`src/rtl/smb_blk_pkg.sv`:
```
package smb_blk_pkg;

    typedef enum logic [3:0] {
        ST_IDLE,
        ST_ADDR,
        ST_ADDR_ACK,
        ST_INDEX,
        ST_INDEX_ACK,
        ST_COUNT,
        ST_COUNT_ACK,
        ST_WDATA,
        ST_WDATA_ACK,
        ST_TX,
        ST_TX_ACK,
        ST_IGNORE
    } bus_state_e;

    localparam logic [6:0] TGT_ADDR_LO = 7'b1101000;
    localparam logic [6:0] TGT_ADDR_HI = 7'b1101010;

endpackage

```
`src/rtl/smb_line_sync.sv`:
```
module smb_line_sync #(
    parameter int STAGES = 2
) (
    input  logic clk,
    input  logic rst_n,
    input  logic scl_in,
    input  logic sda_in,
    output logic scl_s,
    output logic sda_s,
    output logic scl_rise,
    output logic scl_fall,
    output logic start_seen,
    output logic stop_seen
);

    logic [STAGES-1:0] scl_pipe;
    logic [STAGES-1:0] sda_pipe;
    logic              scl_d;
    logic              sda_d;

    always_ff @(posedge clk or negedge rst_n) begin
        if (!rst_n) begin
            scl_pipe <= '1;
            sda_pipe <= '1;
            scl_d    <= 1'b1;
            sda_d    <= 1'b1;
        end else begin
            scl_pipe[0] <= scl_in;
            sda_pipe[0] <= sda_in;
            for (int i = 1; i < STAGES; i++) begin
                scl_pipe[i] <= scl_pipe[i-1];
                sda_pipe[i] <= sda_pipe[i-1];
            end
            scl_d <= scl_pipe[STAGES-1];
            sda_d <= sda_pipe[STAGES-1];
        end
    end

    assign scl_s      = scl_pipe[STAGES-1];
    assign sda_s      = sda_pipe[STAGES-1];
    assign scl_rise   = scl_s & ~scl_d;
    assign scl_fall   = ~scl_s & scl_d;
    assign start_seen = scl_s & scl_d & sda_d & ~sda_s;
    assign stop_seen  = scl_s & scl_d & ~sda_d & sda_s;

endmodule

```
`src/rtl/smb_cfg_regs.sv`:
```
module smb_cfg_regs #(
    parameter int              NUM_REGS  = 8,
    parameter int              IDX_W     = 8,
    parameter int              DATA_W    = 8,
    parameter int              CNT_W     = 5,
    parameter int              CNT_RESET = 8,
    parameter int              AMP_W     = 2,
    parameter int              AMP_RESET = 2,
    parameter logic [7:0]      REV_ID    = 8'h11,
    parameter logic [7:0]      DEV_ID    = 8'h08
) (
    input  logic              clk,
    input  logic              rst_n,
    input  logic              wr_en,
    input  logic [IDX_W-1:0]  wr_idx,
    input  logic [DATA_W-1:0] wr_data,
    input  logic [IDX_W-1:0]  rd_idx,
    input  logic [1:0]        spread_rb,
    output logic [DATA_W-1:0] rd_data,
    output logic [DATA_W-1:0] oe_mask,
    output logic [DATA_W-1:0] slew_sel,
    output logic [AMP_W-1:0]  amp_sel,
    output logic [CNT_W-1:0]  byte_count
);

    localparam int MISC_PAD = DATA_W - 2 - AMP_W;
    localparam logic [IDX_W-1:0] IDX_OE   = IDX_W'(0);
    localparam logic [IDX_W-1:0] IDX_MISC = IDX_W'(1);
    localparam logic [IDX_W-1:0] IDX_SLEW = IDX_W'(2);
    localparam logic [IDX_W-1:0] IDX_REV  = IDX_W'(5);
    localparam logic [IDX_W-1:0] IDX_DEV  = IDX_W'(6);
    localparam logic [IDX_W-1:0] IDX_CNT  = IDX_W'(7);

    logic [DATA_W-1:0] oe_q;
    logic [DATA_W-1:0] slew_q;
    logic [AMP_W-1:0]  amp_q;
    logic [CNT_W-1:0]  cnt_q;

    always_ff @(posedge clk or negedge rst_n) begin
        if (!rst_n) begin
            oe_q   <= '1;
            slew_q <= '1;
            amp_q  <= AMP_W'(AMP_RESET);
            cnt_q  <= CNT_W'(CNT_RESET);
        end else if (wr_en) begin
            case (wr_idx)
                IDX_OE:   oe_q   <= wr_data;
                IDX_MISC: amp_q  <= wr_data[AMP_W-1:0];
                IDX_SLEW: slew_q <= wr_data;
                IDX_CNT:  cnt_q  <= wr_data[CNT_W-1:0];
                default:  ;
            endcase
        end
    end

    always_comb begin
        case (rd_idx)
            IDX_OE:   rd_data = oe_q;
            IDX_MISC: rd_data = {spread_rb, {MISC_PAD{1'b0}}, amp_q};
            IDX_SLEW: rd_data = slew_q;
            IDX_REV:  rd_data = REV_ID;
            IDX_DEV:  rd_data = DEV_ID;
            IDX_CNT:  rd_data = {{(DATA_W-CNT_W){1'b0}}, cnt_q};
            default:  rd_data = '0;
        endcase
    end

    assign oe_mask    = oe_q;
    assign slew_sel   = slew_q;
    assign amp_sel    = amp_q;
    assign byte_count = cnt_q;

    AST_OOR_WRITE_NOOP: assert property (@(posedge clk) disable iff (!rst_n)
        (wr_en && wr_idx >= IDX_W'(NUM_REGS)) |=> ($stable(oe_mask) && $stable(slew_sel) && $stable(amp_sel) && $stable(byte_count)))
        else $error("out-of-range write changed state");

    AST_RO_WRITE_NOOP: assert property (@(posedge clk) disable iff (!rst_n)
        (wr_en && wr_idx >= IDX_W'(3) && wr_idx <= IDX_W'(6)) |=> ($stable(oe_mask) && $stable(slew_sel) && $stable(amp_sel) && $stable(byte_count)))
        else $error("read-only write changed state");

endmodule

```
`src/rtl/smb_proto_fsm.sv`:
```
module smb_proto_fsm
    import smb_blk_pkg::*;
#(
    parameter int CNT_W = 5
) (
    input  logic             clk,
    input  logic             rst_n,
    input  logic             armed,
    input  logic [6:0]       own_addr,
    input  logic             scl_s,
    input  logic             sda_s,
    input  logic             scl_rise,
    input  logic             scl_fall,
    input  logic             start_seen,
    input  logic             stop_seen,
    input  logic [7:0]       rd_data,
    input  logic [CNT_W-1:0] byte_count,
    output logic             wr_en,
    output logic [7:0]       wr_idx,
    output logic [7:0]       wr_data,
    output logic [7:0]       rd_idx,
    output logic             sda_drive_low
);

    bus_state_e st, st_nx;
    logic [3:0] bit_cnt;
    logic [7:0] shreg;
    logic [7:0] txsh;
    logic [7:0] ptr;
    logic [7:0] wr_left;
    logic       rd_mode;
    logic       host_nack;
    logic       drive;
    logic       byte_done;
    logic       addr_hit;
    logic       rx_state;
    logic [7:0] count_byte;

    assign byte_done  = (bit_cnt == 4'd8);
    assign addr_hit   = (shreg[7:1] == own_addr);
    assign rx_state   = (st == ST_ADDR) || (st == ST_INDEX) || (st == ST_COUNT) || (st == ST_WDATA);
    assign count_byte = {{(8-CNT_W){1'b0}}, byte_count};

    // next-state selection
    always_comb begin
        st_nx = st;
        if (!armed) begin
            st_nx = ST_IDLE;
        end else if (start_seen) begin
            st_nx = ST_ADDR;
        end else if (stop_seen) begin
            st_nx = ST_IDLE;
        end else if (scl_fall) begin
            unique case (st)
                ST_IDLE, ST_IGNORE: st_nx = st;
                ST_ADDR:      if (byte_done) st_nx = addr_hit ? ST_ADDR_ACK : ST_IGNORE;
                ST_ADDR_ACK:  st_nx = rd_mode ? ST_TX : ST_INDEX;
                ST_INDEX:     if (byte_done) st_nx = ST_INDEX_ACK;
                ST_INDEX_ACK: st_nx = ST_COUNT;
                ST_COUNT:     if (byte_done) st_nx = ST_COUNT_ACK;
                ST_COUNT_ACK: st_nx = (wr_left == 8'd0) ? ST_IGNORE : ST_WDATA;
                ST_WDATA:     if (byte_done) st_nx = ST_WDATA_ACK;
                ST_WDATA_ACK: st_nx = (wr_left == 8'd0) ? ST_IGNORE : ST_WDATA;
                ST_TX:        if (byte_done) st_nx = ST_TX_ACK;
                ST_TX_ACK:    st_nx = host_nack ? ST_IGNORE : ST_TX;
                default:      st_nx = ST_IDLE;
            endcase
        end
    end

    // state register
    always_ff @(posedge clk or negedge rst_n) begin
        if (!rst_n) st <= ST_IDLE;
        else        st <= st_nx;
    end

    // datapath and outputs
    always_ff @(posedge clk or negedge rst_n) begin
        if (!rst_n) begin
            bit_cnt   <= '0;
            shreg     <= '0;
            txsh      <= '0;
            ptr       <= '0;
            wr_left   <= '0;
            rd_mode   <= 1'b0;
            host_nack <= 1'b0;
            drive     <= 1'b0;
            wr_en     <= 1'b0;
            wr_idx    <= '0;
            wr_data   <= '0;
        end else begin
            wr_en <= 1'b0;
            if (!armed || start_seen || stop_seen) begin
                drive   <= 1'b0;
                bit_cnt <= '0;
            end else begin
                if (scl_rise) begin
                    if (rx_state) begin
                        shreg   <= {shreg[6:0], sda_s};
                        bit_cnt <= bit_cnt + 4'd1;
                    end
                    if (st == ST_TX)     bit_cnt   <= bit_cnt + 4'd1;
                    if (st == ST_TX_ACK) host_nack <= sda_s;
                end
                if (scl_fall) begin
                    unique case (st)
                        ST_ADDR: if (byte_done) begin
                            rd_mode <= shreg[0];
                            drive   <= addr_hit;
                        end
                        ST_INDEX: if (byte_done) begin
                            ptr   <= shreg;
                            drive <= 1'b1;
                        end
                        ST_COUNT: if (byte_done) begin
                            wr_left <= shreg;
                            drive   <= 1'b1;
                        end
                        ST_WDATA: if (byte_done) begin
                            wr_en   <= 1'b1;
                            wr_idx  <= ptr;
                            wr_data <= shreg;
                            ptr     <= ptr + 8'd1;
                            wr_left <= wr_left - 8'd1;
                            drive   <= 1'b1;
                        end
                        ST_ADDR_ACK: begin
                            bit_cnt <= '0;
                            if (rd_mode) begin
                                txsh  <= count_byte;
                                drive <= ~count_byte[7];
                            end else begin
                                drive <= 1'b0;
                            end
                        end
                        ST_INDEX_ACK, ST_COUNT_ACK, ST_WDATA_ACK: begin
                            bit_cnt <= '0;
                            drive   <= 1'b0;
                        end
                        ST_TX: begin
                            if (byte_done) begin
                                drive <= 1'b0;
                            end else begin
                                txsh  <= {txsh[6:0], 1'b0};
                                drive <= ~txsh[6];
                            end
                        end
                        ST_TX_ACK: begin
                            bit_cnt <= '0;
                            if (!host_nack) begin
                                txsh  <= rd_data;
                                drive <= ~rd_data[7];
                                ptr   <= ptr + 8'd1;
                            end else begin
                                drive <= 1'b0;
                            end
                        end
                        ST_IDLE, ST_IGNORE: ;
                        default: ;
                    endcase
                end
            end
        end
    end

    assign rd_idx        = ptr;
    assign sda_drive_low = drive;

    AST_SDA_MOVES_SCL_LOW: assert property (@(posedge clk) disable iff (!rst_n)
        !$stable(sda_drive_low) |-> !scl_s)
        else $error("SDA drive changed with SCL high");

    AST_IDLE_RELEASED: assert property (@(posedge clk) disable iff (!rst_n)
        (st == ST_IDLE) |-> !sda_drive_low)
        else $error("SDA held in idle");

    AST_START_RESTARTS: assert property (@(posedge clk) disable iff (!rst_n)
        (armed && start_seen) |=> (st == ST_ADDR && bit_cnt == 4'd0))
        else $error("start did not restart address phase");

    AST_WRITE_ON_SCL_LOW: assert property (@(posedge clk) disable iff (!rst_n)
        wr_en |-> !scl_s)
        else $error("register write outside SCL low");

    AST_NO_ACK_IGNORED: assert property (@(posedge clk) disable iff (!rst_n)
        (st == ST_IGNORE && $past(st) == ST_IGNORE) |-> !sda_drive_low)
        else $error("driving while ignoring bus");

endmodule

```
`src/rtl/smb_blkreg_target.sv`:
```
module smb_blkreg_target
    import smb_blk_pkg::*;
#(
    parameter int SYNC_STAGES = 2,
    parameter int NUM_REGS    = 8,
    parameter int CNT_W       = 5,
    parameter int AMP_W       = 2
) (
    input  logic             clk,
    input  logic             rst_n,
    input  logic             pwr_good,
    input  logic             addr_strap,
    input  logic [1:0]       spread_strap,
    input  logic             scl_in,
    input  logic             sda_in,
    output logic             sda_drive_low,
    output logic [7:0]       oe_mask,
    output logic [7:0]       slew_sel,
    output logic [AMP_W-1:0] amp_sel
);

    logic       strap_done;
    logic       addr_alt;
    logic [1:0] spread_rb;
    logic [6:0] own_addr;

    logic scl_s, sda_s, scl_rise, scl_fall, start_seen, stop_seen;
    logic             wr_en;
    logic [7:0]       wr_idx, wr_data, rd_idx, rd_data;
    logic [CNT_W-1:0] byte_count;

    always_ff @(posedge clk or negedge rst_n) begin
        if (!rst_n) begin
            strap_done <= 1'b0;
            addr_alt   <= 1'b0;
            spread_rb  <= 2'b00;
        end else if (!strap_done && pwr_good) begin
            strap_done <= 1'b1;
            addr_alt   <= addr_strap;
            unique case (spread_strap)
                2'd0:    spread_rb <= 2'b00;
                2'd1:    spread_rb <= 2'b01;
                default: spread_rb <= 2'b11;
            endcase
        end
    end

    assign own_addr = addr_alt ? TGT_ADDR_HI : TGT_ADDR_LO;

    smb_line_sync #(.STAGES(SYNC_STAGES)) u_sync (
        .clk        (clk),
        .rst_n      (rst_n),
        .scl_in     (scl_in),
        .sda_in     (sda_in),
        .scl_s      (scl_s),
        .sda_s      (sda_s),
        .scl_rise   (scl_rise),
        .scl_fall   (scl_fall),
        .start_seen (start_seen),
        .stop_seen  (stop_seen)
    );

    smb_proto_fsm #(.CNT_W(CNT_W)) u_fsm (
        .clk           (clk),
        .rst_n         (rst_n),
        .armed         (strap_done),
        .own_addr      (own_addr),
        .scl_s         (scl_s),
        .sda_s         (sda_s),
        .scl_rise      (scl_rise),
        .scl_fall      (scl_fall),
        .start_seen    (start_seen),
        .stop_seen     (stop_seen),
        .rd_data       (rd_data),
        .byte_count    (byte_count),
        .wr_en         (wr_en),
        .wr_idx        (wr_idx),
        .wr_data       (wr_data),
        .rd_idx        (rd_idx),
        .sda_drive_low (sda_drive_low)
    );

    smb_cfg_regs #(
        .NUM_REGS (NUM_REGS),
        .IDX_W    (8),
        .DATA_W   (8),
        .CNT_W    (CNT_W),
        .AMP_W    (AMP_W)
    ) u_regs (
        .clk        (clk),
        .rst_n      (rst_n),
        .wr_en      (wr_en),
        .wr_idx     (wr_idx),
        .wr_data    (wr_data),
        .rd_idx     (rd_idx),
        .spread_rb  (spread_rb),
        .rd_data    (rd_data),
        .oe_mask    (oe_mask),
        .slew_sel   (slew_sel),
        .amp_sel    (amp_sel),
        .byte_count (byte_count)
    );

    AST_QUIET_BEFORE_STRAP: assert property (@(posedge clk) disable iff (!rst_n)
        !strap_done |-> !sda_drive_low)
        else $error("bus driven before strap capture");

    AST_STRAP_FROZEN: assert property (@(posedge clk) disable iff (!rst_n)
        strap_done |=> (strap_done && $stable(own_addr) && $stable(spread_rb)))
        else $error("strap value moved after capture");

endmodule

```
`config.mk`:
```
export PLATFORM = sky130hd
export DESIGN_NAME = smb_blkreg_target
export DESIGN_NICKNAME = d
export VERILOG_FILES = /design/src/rtl/smb_blk_pkg.sv /design/src/rtl/smb_line_sync.sv /design/src/rtl/smb_cfg_regs.sv /design/src/rtl/smb_proto_fsm.sv /design/src/rtl/smb_blkreg_target.sv
export SDC_FILE = /design/constraint.sdc
export NUM_CORES = 1
export LEC_CHECK = 0
export BUFFER_PORTS_ARGS = -buffer_cell sky130_fd_sc_hd__buf_4
export CAP_MARGIN = 40
export CELL_PAD_IN_SITES_DETAIL_PLACEMENT = 2
export CELL_PAD_IN_SITES_GLOBAL_PLACEMENT = 2
export CORE_MARGIN = 5
export CORE_UTILIZATION = 39
export CTS_CLUSTER_SIZE = 40
export DETAILED_ROUTE_END_ITERATION = 16
export PLACE_DENSITY = 0.75
export SLEW_MARGIN = 25
export SYNTH_ARGS = -nofsm -noshare
export SYNTH_HDL_FRONTEND = slang
export SYNTH_SLANG_ARGS = --single-unit
```
`constraint.sdc`:
```
create_clock -name clk -period 3.2 [get_ports clk]
set_clock_uncertainty 0.05 [all_clocks]
set_input_delay 0.64 -clock clk [delete_from_list [all_inputs] [get_ports clk]]
set_output_delay 0.64 -clock clk [all_outputs]
set_load 0.005 [all_outputs]
```
==> flow_metrics.env, run 1 <==
export IMPL_swShare=0.306
export IMPL_slew_headroom=0.526
export IMPL_postPlaceCellArea_sq_mm=0.00504
export IMPL_syn_mean_instance_area_sq_um=11.0
export IMPL_min_path_type="in2async"
export IMPL_synth_ff_type="dfrtp_1"
export IMPL_yosysWarningCount=0
export IMPL_insertion_delay_ps=350
export IMPL_io_buffers=26
export IMPL_dr_pass1_iters=4
export IMPL_ant_nets=0
export IMPL_area_delta_synth_final_pct=15.7
export IMPL_r2r_end="u_fsm.txsh[4]"
export IMPL_rsz0062_at_grt="false"
export IMPL_grt_first_pass_wirelength_mm=21.8
export IMPL_cp_max_fo=9
export IMPL_die_w_um=119
export IMPL_cts_tree="yes"
export IMPL_die_height_um=119
export IMPL_mostFrequentLayoutCells="dfrtp_1 (68), mux2_2 (54), buf_4 (37)"
export IMPL_reg2reg_from="u_fsm.rd_idx[0]"
export IMPL_setup_viol=0
export IMPL_num_vias=3557
export IMPL_ff2ff_path_depth=7
export IMPL_grt_usage=0.196
export IMPL_drcViolationCount=0
export IMPL_synth_xor_area_share=0.0113
export IMPL_yosys_area_share_adder=0.0188
export IMPL_maxCapViolCount=0
export IMPL_crit_arrival_ps=2710
export IMPL_synth_top_family_by_area="compound AO/OA/AOI/OAI gates"
export IMPL_cts_setup_buffers=0
export IMPL_yosys_mux_area_fraction=0.139
export IMPL_required_ps=3420
export IMPL_grt_overflow_total=0
export IMPL_nNetsFinal=466
export IMPL_fmax_mhz=401
export IMPL_synth_edf_count=0
export IMPL_row_count=39
export IMPL_internal_power_w=0.00222
export IMPL_synth_nets=438
export IMPL_powerDensity_mw_per_mm2=596
export IMPL_synthCells=423
export IMPL_period_minus_slack_ps=2490
export IMPL_fp_coreArea_sq_mm=0.0116
export IMPL_synth_area_sq_mm=0.00465
export IMPL_crit_type="reg2reg"
export IMPL_pwr_share_seq=0.460
export IMPL_place_ws_ps=743
export IMPL_synthArstFlopShare=1.00
export IMPL_dp_cells=583
export IMPL_ctsLongestPathBuffers=2
export IMPL_setup_ws_ps=708
export IMPL_fillers=1172
export IMPL_finalHoldViolCount=0
export IMPL_wire_per_inst_um=21.9
export IMPL_maxSlewViolCount=0
export IMPL_drt_initial_drc_count=173
export IMPL_fin_area_sq_mm=0.00538
export IMPL_diodes=0
export IMPL_ir_drop_mv=0.317
export IMPL_endpoint_kind="flip-flop"
export IMPL_clockRootBuffer="clkbuf_16"
export IMPL_cts_resized=0
export IMPL_gp_congestion=0.799
export IMPL_power_leakage_nw=2.32
export IMPL_antenna_found_initial=0
export IMPL_dieArea_sq_mm=0.0142
export IMPL_clock_sinks=92
export IMPL_status="finished, final reports clean"
export IMPL_critPathLaunchType="flip-flop"
export IMPL_via_per_inst=5.94
export IMPL_grt_pass1_vias=3908
export IMPL_dpl_hpwl_mm=9.32
export IMPL_routed_wirelength_mm=13.1
export IMPL_worst_pin_slew_ps=711
export IMPL_layout_commonest_cell="dfrtp_1"
export IMPL_synth_simple_area_share=0.136
export IMPL_grt_start_max_net_pins=54
export IMPL_finalSetupTns_ps=0
export IMPL_cts_max_level=3
export IMPL_cts_made_buffers=9
export IMPL_fin_crit_sh=0.779
export IMPL_synth_compound_gate_area_share=0.165
export IMPL_clockPowerShare=0.375
export IMPL_initial_core_util=0.402
export IMPL_instances_no_fill=599
export IMPL_layout_drive_gt1_share=0.316
export IMPL_combPwrFrac=0.165
export IMPL_switching_power_w=0.000979
export IMPL_ys_seq_area_frac=0.502
export IMPL_cts_hold_fix_buffers=0
export IMPL_io_pins=27
export IMPL_yosysUniqueCellTypes=65
export IMPL_cts_reportedPaths_clkPinSlew_ps=70
export IMPL_ff2ff_setup_slack_ps=710
export IMPL_fin_util=0.465
export IMPL_synth_seq_cells=92
-- worst max-delay path, stage by stage, from the launching register on --
cell and delay, ps:
dfrtp_1 480, inv_1 130, ha_1 410, nor2b_1 180
a2111oi_0 60, or4_1 560, a311o_1 340, a31oi_1 200
-- cell type report --
| class | instances | area (sq um) | share of cell area |
|---|---|---|---|
| inverter | 13 | 48.8 | 0.00908 |
| sequential | 92 | 2330 | 0.434 |
| clock buffer | 10 | 239 | 0.0445 |
| multi-input combinational | 297 | 2180 | 0.406 |
| tap | 143 | 179 | 0.0333 |
| clock inverter | 6 | 93.8 | 0.0175 |
| timing repair buffer | 38 | 298 | 0.0554 |
-- per-layer routing --
layer,up-vias,global-route usage,wire length (um)
met2,35,0.333,6710
met3,14,0.0261,315
met4,0,0.0673,197
met5,-,0,0
li1,1633,-,-
met1,1875,0.258,5870
-- power groups by stage --
stage	Sequential (W)	Clock, W	Combinational [W]
2_1_floorplan	0.00136	0	0.000442
3_3_place_gp	0.00149	0	0.000501
3_5_place_dp	0.00150	0	0.000537
4_1_cts	0.00148	0.00123	0.000540
5_1_grt	0.00150	0.00128	0.000595
6_report	0.00147	0.00120	0.000529
-- worst max path at each step --
stage | startpoint | end | slack, ps
finish | u_fsm.rd_idx[0] | u_fsm.txsh[4] | 710
global route | u_fsm.st[1] | u_fsm.txsh[4] | 580
floorplan | u_fsm.wr_idx[3] | u_regs.slew_sel[0] | 990
global placement | u_fsm.rd_idx[0] | u_fsm.txsh[6] | 790
CTS | u_fsm.rd_idx[0] | u_fsm.txsh[4] | 700
detailed placement | u_fsm.rd_idx[0] | u_fsm.txsh[4] | 740
-- logic make-up (layout without fill, tap and decap cells) --
family | count (synthesis) | in the layout
AOI/OAI and AO/OA | 112 | 112
xor gates and xnor gates | 6 | 6
adders and majority gates | 7 | 7
buffers and inverters | 34 | 67
DFF | 92 | 92
muxes | 58 | 58
and+or+nand+nor | 114 | 114
-- synth_stat cells (5+ instances only) --
cell,number,area share
o21ai_0,20,0.022
o211ai_1,6,0.0097
nand3_1,5,0.0054
o21a_1,6,0.0097
nand2b_1,8,0.011
ha_1,7,0.019
nor2b_1,7,0.0094
a21oi_1,26,0.028
dfrtp_1,68,0.37
nand2_1,24,0.019
dfstp_2,24,0.14
nor3_1,8,0.0086
nor4_1,5,0.0067
a31oi_1,6,0.0081
clkbuf_1,19,0.015
a22o_1,5,0.0094
inv_1,13,0.011
a22oi_1,7,0.011
mux2_2,54,0.13
nor2_1,30,0.024
-- sequential cells by signal, summed over array words and instances (netlist names) --
register / flops
u_fsm.wr_data: 8
u_fsm.shreg: 8
u_regs.slew_sel: 8
u_fsm.bit_cnt: 4
u_fsm.sda_drive_low: 1
u_sync.scl_d: 1
u_fsm.wr_left: 8
u_fsm.host_nack: 1
u_regs.byte_count: 5
u_regs.oe_mask: 8
u_fsm.wr_en: 1
u_regs.amp_sel: 2
u_fsm.rd_idx: 8
u_fsm.st: 4
u_fsm.rd_mode: 1
strap_done: 1
u_sync.scl_pipe: 2
spread_rb: 2
u_fsm.txsh: 7
u_sync.sda_pipe: 2
u_fsm.wr_idx: 8
u_sync.sda_d: 1
addr_alt: 1
-- stage by stage --
stage	total power, W	hold WS, ps
finish	0.00320	232
global route	0.00338	276
CTS	0.00325	255
detailed placement	0.00203	299
global placement	0.00199	296
floorplan	0.00180	294
Note: power is estimated with default switching activity, not from simulation.
==> run 2: changes to the inputs <==
Clock period 3.2 ns to 2.3 ns, I/O delays scaled along.
==> run 2 against run 1 <==
Against the previous run: critical path type unchanged; worst setup slack got worse by 650 ps; critical path depth down 2; global-route usage is 1.3 points higher; flip-flop and latch count is the same; wire length grew 8.0%; critical endpoint is now u_regs.slew_sel[6]; clock power up 23%; largest cell class unchanged; count of clock-buffer cells in the layout rose by 4; non-clock buffer count increased by 24; via count grew 2.7%; sequential share of layout area decreased by 1.5 points.
==> flow_metrics.env, run 2 (synthesis gave the netlist of run 1 again) <==
export IMPL_dieArea_sq_mm=0.0142
export IMPL_initial_core_util=0.402
export IMPL_grt_overflow_total=0
export IMPL_die_w_um=119
export IMPL_cts_hold_fix_buffers=0
export IMPL_postPlaceCellArea_sq_mm=0.00527
export IMPL_setup_viol=0
export IMPL_area_delta_synth_final_pct=19.8
export IMPL_slew_headroom=0.660
export IMPL_die_height_um=119
export IMPL_antenna_found_initial=0
export IMPL_num_vias=3653
export IMPL_dr_pass1_iters=5
export IMPL_maxSlewViolCount=0
export IMPL_wire_per_inst_um=22.7
export IMPL_grt_pass1_vias=4095
export IMPL_cts_reportedPaths_clkPinSlew_ps=60
export IMPL_endpoint_kind="flip-flop"
export IMPL_insertion_delay_ps=350
export IMPL_drcViolationCount=0
export IMPL_rsz0062_at_grt="false"
export IMPL_clock_sinks=92
export IMPL_powerDensity_mw_per_mm2=784
export IMPL_required_ps=2520
export IMPL_fp_coreArea_sq_mm=0.0116
export IMPL_io_buffers=26
export IMPL_row_count=39
export IMPL_ant_nets=0
export IMPL_cts_max_level=3
export IMPL_cp_max_fo=8
export IMPL_maxCapViolCount=0
export IMPL_io_pins=27
export IMPL_cts_made_buffers=9
export IMPL_fin_crit_sh=0.973
export IMPL_layout_drive_gt1_share=0.346
export IMPL_ir_drop_mv=0.383
export IMPL_finalHoldViolCount=0
export IMPL_cpMaxStageDelayCell="or4_4"
export IMPL_cts_tree="yes"
export IMPL_final_seq_area_sq_mm=0.00233
export IMPL_clockRootBuffer="clkbuf_16"
export IMPL_routed_wirelength_mm=14.1
export IMPL_grt_usage=0.209
export IMPL_cpPeakStageDelay_ps=540
export IMPL_drt_initial_drc_count=175
export IMPL_crit_type="reg2reg"
export IMPL_min_path_type="in2async"
export IMPL_mostFrequentLayoutCells="dfrtp_1 (68), buf_4 (57), mux2_2 (54)"
export IMPL_fmax_mhz=447
export IMPL_via_per_inst=5.86
export IMPL_ctsLongestPathBuffers=2
export IMPL_crit_arrival_ps=2460
export IMPL_critPathLaunchType="flip-flop"
export IMPL_fin_area_sq_mm=0.00557
export IMPL_fillers=1143
export IMPL_grt_start_max_net_pins=40
export IMPL_worst_pin_slew_ps=498
export IMPL_multi_input_area_sq_mm=0.00219
export IMPL_gp_congestion=0.819
export IMPL_finalSetupTns_ps=0
export IMPL_period_minus_slack_ps=2240
export IMPL_status="finished, final reports clean"
export IMPL_dpl_hpwl_mm=10.1
export IMPL_nNetsFinal=490
export IMPL_diodes=0
export IMPL_power_leakage_nw=2.44
export IMPL_layout_commonest_cell="dfrtp_1"
export IMPL_grt_first_pass_wirelength_mm=23.3
export IMPL_path_common_cell="or4_4"
export IMPL_cp_cell_sequence="or4_4 -> or4_4 -> nor3b_4 -> buf_12 -> mux2_2"
## run 2: changes by cell type in the layout (fill, tap and decap cells not counted), moves of 3 or more
cell	previous run	this run
inv_6	3	0
clkbuf_1	0	4
buf_12	1	5
buf_4	37	57
## run 2: what timing repair did
item | 4_1_cts | 5_1_grt
buffers inserted | 0 | 0
resized for setup | 0 | 3
setup endpoints to repair | 0 | 13
## run 2: cell type report
| class | count | share of cell area |
|---|---|---|
| flip-flops and latches | 92 | 0.419 |
| multi-input cells | 297 | 0.393 |
| repair buffers | 62 | 0.0948 |
| clock buffers | 14 | 0.0456 |
| well taps | 143 | 0.0321 |
| inverters | 13 | 0.00876 |
| clock inverters | 2 | 0.00629 |
## run 2: path summary, 6_finish.rpt
path	start	to	slack, ps	depth (start not counted)
hold / removal	rst_n	u_fsm.wr_left[5]	20	1
setup reg to reg	u_fsm.wr_idx[3]	u_regs.slew_sel[6]	60	5
hold reg to reg	u_sync.sda_pipe[0]	u_sync.sda_pipe[1]	310	0
max in group asynchronous	rst_n	u_regs.amp_sel[1]	1460	2
setup / recovery	u_fsm.wr_idx[3]	u_regs.slew_sel[6]	60	5
min in group clk	sda_in	u_sync.sda_pipe[0]	170	1
## run 2: power by group
part / internal [W] / leakage [nW] / switching, W / total (W)
logic: 0.000417 / 1.13 / 0.000502 / 0.000920
clock network: 0.000873 / 0.141 / 0.000611 / 0.00148
registers: 0.00175 / 1.17 / 0.000208 / 0.00196
## run 2: routing by layer
layer | vias to the layer above | GRT usage | wire length [um]
met1 | 1915 | 0.266 | 6380
li1 | 1685 | - | -
met3 | 17 | 0.0351 | 275
met5 | - | 0 | 0
met4 | 0 | 0.0587 | 180
met2 | 36 | 0.366 | 7310
## run 2: worst max-delay path, delay by kind of cell (launching register included)
| family | cells | cell delay, ps |
|---|---|---|
| buf+inv | 1 | 160 |
| flops | 1 | 380 |
| mux | 1 | 340 |
| simple gates | 3 | 1240 |
## run 2: per-stage QoR
stage / total power [W] / cells / utilization / setup WS (ps) / hold slack [ps]
after global placement: 0.00285 / 607 / 0.456 / 101 / 296
after global routing: 0.00459 / 623 / 0.481 / 3.63 / 55.8
final: 0.00436 / 623 / 0.481 / 62.0 / 24.3
after detailed placement: 0.00289 / 607 / 0.456 / 45.4 / 297
after floorplan: 0.00250 / 423 / - / 94.4 / 114
after CTS: 0.00442 / 623 / 0.481 / 24.5 / 33.8
==> run 3: changes to the inputs <==
Clock period 2.3 ns to 2.4 ns, I/O delays scaled along.
==> run 3 against run 2 <==
Against the previous run: the flow now finishes with violations (hold timing); final area down 1.5%; sequential power down 4%; flip-flop and latch count unchanged; hold slack worse by 31 ps; sequential share of layout area up 0.62 points; power down 5.9%; first-iteration DRC count up 2.3%; wire length down 4.7%; critical endpoint is now u_fsm.txsh[5].
==> flow_metrics.env, run 3 (synthesis gave the netlist of run 1 again) <==
export IMPL_io_pins=27
export IMPL_grt_first_pass_wirelength_mm=22.6
export IMPL_clockRootBuffer="clkbuf_16"
export IMPL_area_delta_synth_final_pct=18.1
export IMPL_drt_initial_drc_count=179
export IMPL_initial_core_util=0.402
export IMPL_cts_reportedPaths_clkPinSlew_ps=70
export IMPL_endpoint_kind="flip-flop"
export IMPL_slew_headroom=0.618
export IMPL_ir_drop_mv=0.355
export IMPL_via_per_inst=5.81
export IMPL_violations="hold timing"
export IMPL_clockPowerShare=0.331
export IMPL_gp_congestion=0.790
export IMPL_place_ws_ps=-106
export IMPL_pwr_share_seq=0.461
export IMPL_cp_cell_sequence="or4_1 -> or4_4 -> o311ai_1 -> o21a_1"
export IMPL_worst_pin_slew_ps=571
export IMPL_fillers=1195
export IMPL_ff2ff_setup_slack_ps=110
export IMPL_layout_commonest_cell="dfrtp_1"
export IMPL_num_vias=3598
export IMPL_grt_start_max_net_pins=36
export IMPL_ff2ff_path_depth=4
export IMPL_dr_pass1_iters=5
export IMPL_layout_drive_gt1_share=0.345
export IMPL_worst_hold_slack_ps=-6.71
export IMPL_mostFrequentLayoutCells="dfrtp_1 (68), buf_4 (56), mux2_2 (54)"
export IMPL_switching_power_w=0.00130
export IMPL_status="finished with violations"
export IMPL_finalHoldViolCount=3
export IMPL_insertion_delay_ps=350
export IMPL_instances_no_fill=619
export IMPL_maxSlewViolCount=0
export IMPL_critPathLaunchType="flip-flop"
export IMPL_cpPeakStageDelay_ps=600
export IMPL_r2r_end="u_fsm.txsh[5]"
export IMPL_required_ps=2640
export IMPL_grt_overflow_total=0
export IMPL_io_buffers=26
export IMPL_dieArea_sq_mm=0.0142
export IMPL_cts_hold_fix_buffers=0
export IMPL_routed_wirelength_mm=13.5
export IMPL_final_seq_area_sq_mm=0.00233
export IMPL_internal_power_w=0.00281
export IMPL_crit_arrival_ps=2530
export IMPL_cts_tree="yes"
export IMPL_cpMaxStageDelayCell="or4_1"
export IMPL_drcViolationCount=0
export IMPL_nNetsFinal=486
export IMPL_die_w_um=119
export IMPL_die_height_um=119
export IMPL_maxCapViolCount=0
export IMPL_cts_setup_buffers=0
export IMPL_powerDensity_mw_per_mm2=748
export IMPL_reg2reg_from="u_fsm.rd_idx[4]"
export IMPL_grt_usage=0.201
export IMPL_setup_ws_ps=109
export IMPL_fin_crit_sh=0.955
export IMPL_combPwrFrac=0.207
export IMPL_grt_pass1_vias=4025
export IMPL_crit_type="reg2reg"
export IMPL_setup_viol=0
export IMPL_row_count=39
export IMPL_antenna_found_initial=0
export IMPL_rsz0062_at_grt="false"
export IMPL_fp_coreArea_sq_mm=0.0116
export IMPL_dpl_hpwl_mm=9.99
export IMPL_diodes=0
export IMPL_wire_per_inst_um=21.8
export IMPL_cts_max_level=3
export IMPL_ctsLongestPathBuffers=2
export IMPL_multi_input_area_sq_mm=0.00219
export IMPL_cts_made_buffers=9
export IMPL_cts_resized=2
export IMPL_swShare=0.317
export IMPL_period_minus_slack_ps=2290
export IMPL_fmax_mhz=436
export IMPL_min_path_type="in2async"
export IMPL_clock_sinks=92
export IMPL_dp_cells=603
export IMPL_ant_nets=0
export IMPL_power_leakage_nw=2.40
export IMPL_cp_max_fo=7
==> run 3: cell count changes in the layout (fill, tap and decap cells not counted), sizes merged <==
cell and change:
inv +1, buf -4, clkinvlp +1, clkbuf -3, bufinv -1, clkinv +2
==> run 3: critical path: cells and delay by family, from the launching register on <==
kind	cells	cell delay [ps]
flip-flops	1	430
AO/OA/AOI/OAI	2	560
AND/OR/NAND/NOR	2	1190
==> run 3: power groups by stage <==
stage | registers, W | logic (W) | clock network, W
floorplan | 0.00181 | 0.000589 | 0
global placement | 0.00192 | 0.000800 | 0
detailed placement | 0.00192 | 0.000850 | 0
CTS | 0.00189 | 0.000859 | 0.00139
global route | 0.00192 | 0.000953 | 0.00146
finish | 0.00189 | 0.000852 | 0.00136
==> run 3: area by class of cell <==
cell class	instances	area share
Clock buffer	11	0.0442
Clock inverter	5	0.00639
Tap cell	143	0.0326
Multi-Input combinational cell	297	0.399
Timing Repair Buffer	58	0.0839
Inverter	13	0.00889
Sequential cell	92	0.425
==> run 3: per-layer routing <==
| metal | vias up | routed length, um | share of wire | global-route usage |
|---|---|---|---|---|
| li1 | 1671 | - | - | - |
| met1 | 1883 | 6320 | 0.47 | 0.266 |
| met2 | 33 | 6790 | 0.50 | 0.345 |
| met3 | 11 | 197 | 0.015 | 0.0237 |
| met4 | 0 | 176 | 0.013 | 0.0652 |
| met5 | - | 0 | 0 | 0 |
==> run 3: how the worst max path moves through the flow <==
stage / start / slack, ps / cells past startpoint / to
2_1_floorplan: u_fsm.wr_idx[3] / 190 / 4 / u_regs.slew_sel[0]
3_3_place_gp: u_fsm.rd_idx[4] / 170 / 4 / u_fsm.txsh[6]
3_5_place_dp: u_fsm.rd_idx[4] / -110 / 4 / u_fsm.txsh[6]
4_1_cts: u_fsm.wr_idx[3] / 110 / 4 / u_regs.oe_mask[6]
5_1_grt: u_fsm.rd_idx[4] / 40 / 4 / u_fsm.txsh[5]
6_report: u_fsm.rd_idx[4] / 110 / 4 / u_fsm.txsh[5]
==> run 3: per-stage QoR <==
stage          power [W]  instance area [sq um]  utilization  TNS, ps
2_1_floorplan    0.00240                   4650            -        0
3_3_place_gp     0.00272                   5200        0.450        0
3_5_place_dp     0.00277                   5200        0.450     -106
4_1_cts          0.00415                   5490        0.474        0
5_1_grt          0.00433                   5490        0.474        0
6_report         0.00411                   5490        0.474        0
